## config.mk

```make
export PLATFORM = sky130hd
export DESIGN_NAME = irqp_ctrl
export DESIGN_NICKNAME = d
export VERILOG_FILES = /design/src/rtl/irqp_pkg.sv /design/src/rtl/irqp_line_edge.sv /design/src/rtl/irqp_pend_bank.sv /design/src/rtl/irqp_ctrl.sv
export SDC_FILE = /design/constraint.sdc
export NUM_CORES = 1
export LEC_CHECK = 0
export BUFFER_PORTS_ARGS = -buffer_cell sky130_fd_sc_hd__buf_4
export CAP_MARGIN = 40
export CORE_AREA = 4 4 133 135
export CTS_CLUSTER_DIAMETER = 40
export DETAILED_ROUTE_END_ITERATION = 8
export DIE_AREA = 0 0 137 139
export PLACE_DENSITY = 0.83
export SLEW_MARGIN = 10
export SYNTH_ARGS = -nofsm -noshare
export SYNTH_HDL_FRONTEND = slang
export SYNTH_SLANG_ARGS = --single-unit
```

## constraint.sdc

```tcl
create_clock -name clk -period 1.85 [get_ports clk]
set_input_delay 0.185 -clock clk [delete_from_list [all_inputs] [get_ports clk]]
set_output_delay 0.185 -clock clk [all_outputs]
set_load 0.03 [all_outputs]
```

## src/rtl/irqp_pkg.sv

```systemverilog
package irqp_pkg;

    localparam int DW = 32;
    localparam int AW = 32;

    localparam logic [AW-1:0] OFS_MASK = 32'h0000_0000;
    localparam logic [AW-1:0] OFS_RISE = 32'h0000_0008;
    localparam logic [AW-1:0] OFS_FALL = 32'h0000_000C;
    localparam logic [AW-1:0] OFS_SWT  = 32'h0000_0010;
    localparam logic [AW-1:0] OFS_PEND = 32'h0000_0014;

    typedef enum logic [2:0] {
        SEL_NONE,
        SEL_MASK,
        SEL_RISE,
        SEL_FALL,
        SEL_SWT,
        SEL_PEND
    } reg_sel_e;

    typedef struct packed {
        logic          wr;
        logic          rd;
        reg_sel_e      sel;
        logic [DW-1:0] data;
    } bus_req_t;

    function automatic reg_sel_e decode_addr(input logic [AW-1:0] a);
        case (a)
            OFS_MASK: decode_addr = SEL_MASK;
            OFS_RISE: decode_addr = SEL_RISE;
            OFS_FALL: decode_addr = SEL_FALL;
            OFS_SWT:  decode_addr = SEL_SWT;
            OFS_PEND: decode_addr = SEL_PEND;
            default:  decode_addr = SEL_NONE;
        endcase
    endfunction

endpackage

```

## src/rtl/irqp_line_edge.sv

```systemverilog
module irqp_line_edge (
    input  logic clk,
    input  logic rst,
    input  logic din,
    input  logic rise_en,
    input  logic fall_en,
    output logic hit
);

    logic meta_q;
    logic sync_q;
    logic prev_q;

    always_ff @(posedge clk) begin
        if (rst) begin
            meta_q <= 1'b0;
            sync_q <= 1'b0;
            prev_q <= 1'b0;
        end else begin
            meta_q <= din;
            sync_q <= meta_q;
            prev_q <= sync_q;
        end
    end

    always_comb begin
        hit = (rise_en & sync_q & ~prev_q) | (fall_en & ~sync_q & prev_q);
    end

endmodule

```

## src/rtl/irqp_pend_bank.sv

```systemverilog
module irqp_pend_bank #(
    parameter int N = 23
) (
    input  logic         clk,
    input  logic         rst,
    input  logic [N-1:0] edge_hit,
    input  logic [N-1:0] mask,
    input  logic         swt_wr,
    input  logic         pend_wr,
    input  logic [N-1:0] wval,
    output logic [N-1:0] pend,
    output logic [N-1:0] swt
);

    logic [N-1:0] pend_q;
    logic [N-1:0] swt_q;
    logic [N-1:0] sw_hit;
    logic [N-1:0] clr;
    logic [N-1:0] swt_set;

    always_comb begin
        swt_set = swt_wr ? wval : '0;
        clr     = pend_wr ? wval : '0;
        sw_hit  = swt_set & ~swt_q & mask;
    end

    always_ff @(posedge clk) begin
        if (rst) begin
            pend_q <= '0;
            swt_q  <= '0;
        end else begin
            pend_q <= (pend_q & ~clr) | edge_hit | sw_hit;
            swt_q  <= (swt_q | swt_set) & ~clr;
        end
    end

    assign pend = pend_q;
    assign swt  = swt_q;

    // a pending bit only falls when the pending register is written
    a_r6_pend_sticky: assert property (@(posedge clk) disable iff (rst)
        !pend_wr |=> ((~pend_q & $past(pend_q)) == '0));

    // a trigger bit only falls on a pending-register write
    a_r10_swt_sticky: assert property (@(posedge clk) disable iff (rst)
        !pend_wr |=> ((~swt_q & $past(swt_q)) == '0));

    // an edge coinciding with a clear leaves the bit set
    a_r11_edge_beats_clear: assert property (@(posedge clk) disable iff (rst)
        pend_wr |=> (($past(edge_hit) & ~pend_q) == '0));

endmodule

```

## src/rtl/irqp_ctrl.sv

```systemverilog
module irqp_ctrl #(
    parameter int NUM_LINES = 23
) (
    input  logic                 clk,
    input  logic                 rst,
    input  logic                 wr_en,
    input  logic                 rd_en,
    input  logic [31:0]          addr,
    input  logic [31:0]          wdata,
    output logic [31:0]          rdata,
    input  logic [NUM_LINES-1:0] lines_in,
    output logic [NUM_LINES-1:0] irq_out
);
    import irqp_pkg::*;

    localparam int PADW = DW - NUM_LINES;

    bus_req_t             req;
    logic [NUM_LINES-1:0] mask_q;
    logic [NUM_LINES-1:0] rise_q;
    logic [NUM_LINES-1:0] fall_q;
    logic [NUM_LINES-1:0] edge_hit;
    logic [NUM_LINES-1:0] pend;
    logic [NUM_LINES-1:0] swt;
    logic [NUM_LINES-1:0] rd_mux;
    logic [NUM_LINES-1:0] wval;
    logic                 unused_hi;

    always_comb begin
        req.wr   = wr_en;
        req.rd   = rd_en;
        req.sel  = decode_addr(addr);
        req.data = wdata;
    end

    assign wval      = req.data[NUM_LINES-1:0];
    assign unused_hi = ^req.data[DW-1:NUM_LINES];

    always_ff @(posedge clk) begin
        if (rst) begin
            mask_q <= '0;
            rise_q <= '0;
            fall_q <= '0;
        end else if (req.wr) begin
            case (req.sel)
                SEL_MASK: mask_q <= wval;
                SEL_RISE: rise_q <= wval;
                SEL_FALL: fall_q <= wval;
                default:  ;
            endcase
        end
    end

    for (genvar g = 0; g < NUM_LINES; g++) begin : g_line
        irqp_line_edge u_edge (
            .clk     (clk),
            .rst     (rst),
            .din     (lines_in[g]),
            .rise_en (rise_q[g]),
            .fall_en (fall_q[g]),
            .hit     (edge_hit[g])
        );
    end

    irqp_pend_bank #(.N(NUM_LINES)) u_bank (
        .clk      (clk),
        .rst      (rst),
        .edge_hit (edge_hit),
        .mask     (mask_q),
        .swt_wr   (req.wr && req.sel == SEL_SWT),
        .pend_wr  (req.wr && req.sel == SEL_PEND),
        .wval     (wval),
        .pend     (pend),
        .swt      (swt)
    );

    always_comb begin
        case (req.sel)
            SEL_MASK: rd_mux = mask_q;
            SEL_RISE: rd_mux = rise_q;
            SEL_FALL: rd_mux = fall_q;
            SEL_SWT:  rd_mux = swt;
            SEL_PEND: rd_mux = pend;
            default:  rd_mux = '0;
        endcase
    end

    always_ff @(posedge clk) begin
        if (rst)         rdata <= '0;
        else if (req.rd) rdata <= {{PADW{1'b0}}, rd_mux};
        else             rdata <= '0;
    end

    assign irq_out = pend & mask_q;

    // reserved read bits are always zero
    a_r2_reserved_zero: assert property (@(posedge clk) disable iff (rst)
        rdata[DW-1:NUM_LINES] == '0);

    // unmapped read returns zero next cycle
    a_r3_unmapped_zero: assert property (@(posedge clk) disable iff (rst)
        (req.rd && req.sel == SEL_NONE) |=> (rdata == '0));

    // no selected edge and no trigger write means no new pending bits
    a_r5_no_select_quiet: assert property (@(posedge clk) disable iff (rst)
        (!(req.wr && req.sel == SEL_SWT) && ((rise_q | fall_q) == '0))
        |=> ((pend & ~$past(pend)) == '0));

    // a trigger write raises no bit on a masked line without an edge
    a_r8_masked_trigger: assert property (@(posedge clk) disable iff (rst)
        (req.wr && req.sel == SEL_SWT)
        |=> ((pend & ~$past(pend) & ~$past(mask_q) & ~$past(edge_hit)) == '0));

endmodule

```

==> results_dict.tcl <==
set metrics [dict create \
    hold_viol 0 \
    numPortBuffers 127 \
    wl_um 28200 \
    drc 0 \
    grt_max_degree 185 \
    synth_ff_type "dfxtp_1" \
    synth_edf_count 0 \
    placedCellCount 1353 \
    track_usage_pct 28.5 \
    syn_avg_cell_area_um2 8.69 \
    fmaxAchievable_ghz 0.669 \
    start_util_pct 56.5 \
    clk_latency_ps 530 \
    maxCapViolCount 0 \
    async_flop_share_pct 0 \
    cts_buffers 28 \
    n_antenna_cell 0 \
    slowest_stage "dfxtp_1" \
    pwr-share-comb_pct 5.8 \
    p_switching_w 0.00245 \
    ys_ff_latch 207 \
    min_period_ps 1490 \
    yosysMostFrequentCell "dfxtp_1" \
    worstSetupPathType "reg2out" \
    ios 146 \
    clock_path_buffers 3 \
    final_antenna_net_count 0 \
    cp-endpoint "irq_out[12]" \
    internal_power_w 0.00837 \
    postCtsSetupBuffers 0 \
    drive_gt1_share_pct 19.2 \
    vdd_ir_drop_max_mv 0.712 \
    min_period_over_period_pct 80.8 \
    critPathLaunchType "flop" \
    ys_seq_area_share_pct 44.5 \
    grt_pass1_vias 8701 \
    critical_path_arrival_ps 1310 \
    cp.required_ps 1660 \
    startpoint "mask_q[12]" \
    antenna_found_initial 0 \
    dieArea_um2 19000 \
    htreeDepth 1 \
    root_buffer "clkbuf_16" \
    drt_iter0_drc 1317 \
    rrSetupSlack_ps 740 \
    synth_top_area_share_pct 44.5 \
    grt_overflow_total 0 \
    synth_cell_types 36 \
    netlist_area_um2 9310 \
    layout.cells.non_filler 1451 \
    clkTransAtPathRegs_ps 60 \
    drv_slew 0 \
    p_leak_nw 4.23 \
    r2r-start "mask_q[7]" \
    skew_ps 11.8 \
    syn_inst 1071 \
    die_h_um 139 \
    timing.hold.ws_ps 153 \
    clockPowerShare_pct 52.1 \
    p_per_area_nw_per_um2 913 \
    crit_family "flip-flops" \
    setup_viol 0 \
    seqPwrFrac_pct 42.0 \
    routedWlPerCell_um 19.4 \
    vias 9126 \
    cts_sinks 207 \
    synthToLayoutAreaGrowth_pct 27.3 \
    via_per_inst 6.29 \
    core_um2 16500 \
    cts_tree "built" \
    cp.buffers_inverters 1 \
    reg2reg_to "u_bank.pend[7]" \
    ys_warn_count 0 \
    die_w_um 137 \
    rsz0062_at_grt "false" \
    slew_headroom_pct 41.4 \
    fp-row-count 47 \
    cp_cell_sequence "and2_1 > buf_4" \
    cp_max_fo 4 \
    dp_hpwl_um 17200 \
    switching_share_pct 22.7 \
    cp_slowest_stage_delay_ps 380 \
    endpoint_kind "primary output" \
    hold_class "in2reg" \
    gp_congestion 0.848 \
    synth_area_leaders "dfxtp_1 (45%), o31ai_1 (7.4%), a21oi_1 (4.9%)" \
    rr_worst_depth 4 \
    grt_first_pass_wirelength_um 44700 \
    critical_path_depth 2 \
    drt_first_pass_iters 5 \
    outcome "finished, final reports clean" \
    netlist.top_cell.by_area "dfxtp_1" \
    tns_ps 0 \
    synth_common_cells "dfxtp_1 (207), nor2_1 (93), a21oi_1 (92), o31ai_1 (92), nand4_1 (71)" \
    tightest_slew_ps 879 \
    final_nets 1300 \
]
[worst reg2reg max path: cells and delay by family, from the launching register on]
kind / cells / cell delay [ps]
AOI/OAI and AO/OA: 1 / 190
DFF: 1 / 380
and+or+nand+nor: 3 / 450
[final cells by class]
cell class / count / area (um^2)
fillers: 1234 / 4620
well taps: 220 / 275
clock buffers: 36 / 782
clock inverters: 16 / 209
repair buffers: 219 / 1880
inverters: 25 / 93.8
multi-input cells: 728 / 4470
flip-flops and latches: 207 / 4140
[worst min path at each step]
stage                            start                       end  slack (ps)  depth (start not counted)
after floorplan              wdata[14]            u_bank.swt[14]         280                          1
after global placement    lines_in[16]  g_line[16].u_edge.meta_q         400                          2
after detailed placement   lines_in[0]   g_line[0].u_edge.meta_q         400                          2
after CTS                          rst                  rdata[1]         130                          4
after global routing               rst                  rdata[1]         140                          4
final                              rst                  rdata[1]         150                          4
[power by group through the flow]
stage / Sequential [W] / Clock, W / Combinational [W]
finish: 0.00455 / 0.00564 / 0.000632
global route: 0.00455 / 0.00589 / 0.000663
CTS: 0.00455 / 0.00567 / 0.000616
detailed placement: 0.00464 / 0 / 0.000536
global placement: 0.00464 / 0 / 0.000528
floorplan: 0.00463 / 0 / 0.000270
[through the flow]
step                area, um^2  power, W  util (%)  setup slack (ps)
floorplan                 9340   0.00490         -               412
global route             11800    0.0111      72.0               341
global placement         10400   0.00517      63.1              81.0
CTS                      11800    0.0108      72.0               371
detailed placement       10400   0.00518      63.1             -35.3
finish                   11800    0.0108      72.0               355
[per-layer routing]
layer	global-route usage, %	wire, um
met1	39.3	10900
met3	4.90	3170
met5	0	0
met2	43.8	13100
met4	12.3	965
[logic make-up after synthesis]
logic type | synth area share, %
flops | 44.5
simple gates | 20.5
mux | 4.95
other cells | 0.0403
buf+inv | 7.85
compound gates | 22.2
[repair_timing]
action                                 in CTS  in global routing
endpoints found under the hold margin     114                  0
gates resized for setup                     0                  0
hold buffers                               46                  0
[layout by cell type, fill, tap and decap left out, types with 6 or more instances in the layout]
cell type	count
dfxtp_1	207
buf_4	163
nor2_1	93
o31ai_1	92
a21oi_1	92
nand4_1	71
nand2_1	70
nor2b_1	46
mux2i_1	46
a31oi_1	46
dlygate4sd3_1	46
clkbuf_16	29
and2_1	25
inv_1	25
nand3_1	25
nor3_1	24
o2bb2ai_1	23
a41oi_1	23
a211oi_1	15
conb_1	9
buf_12	9
a211oi_2	8
inv_6	6
Note: power is estimated with default switching activity, not from simulation.
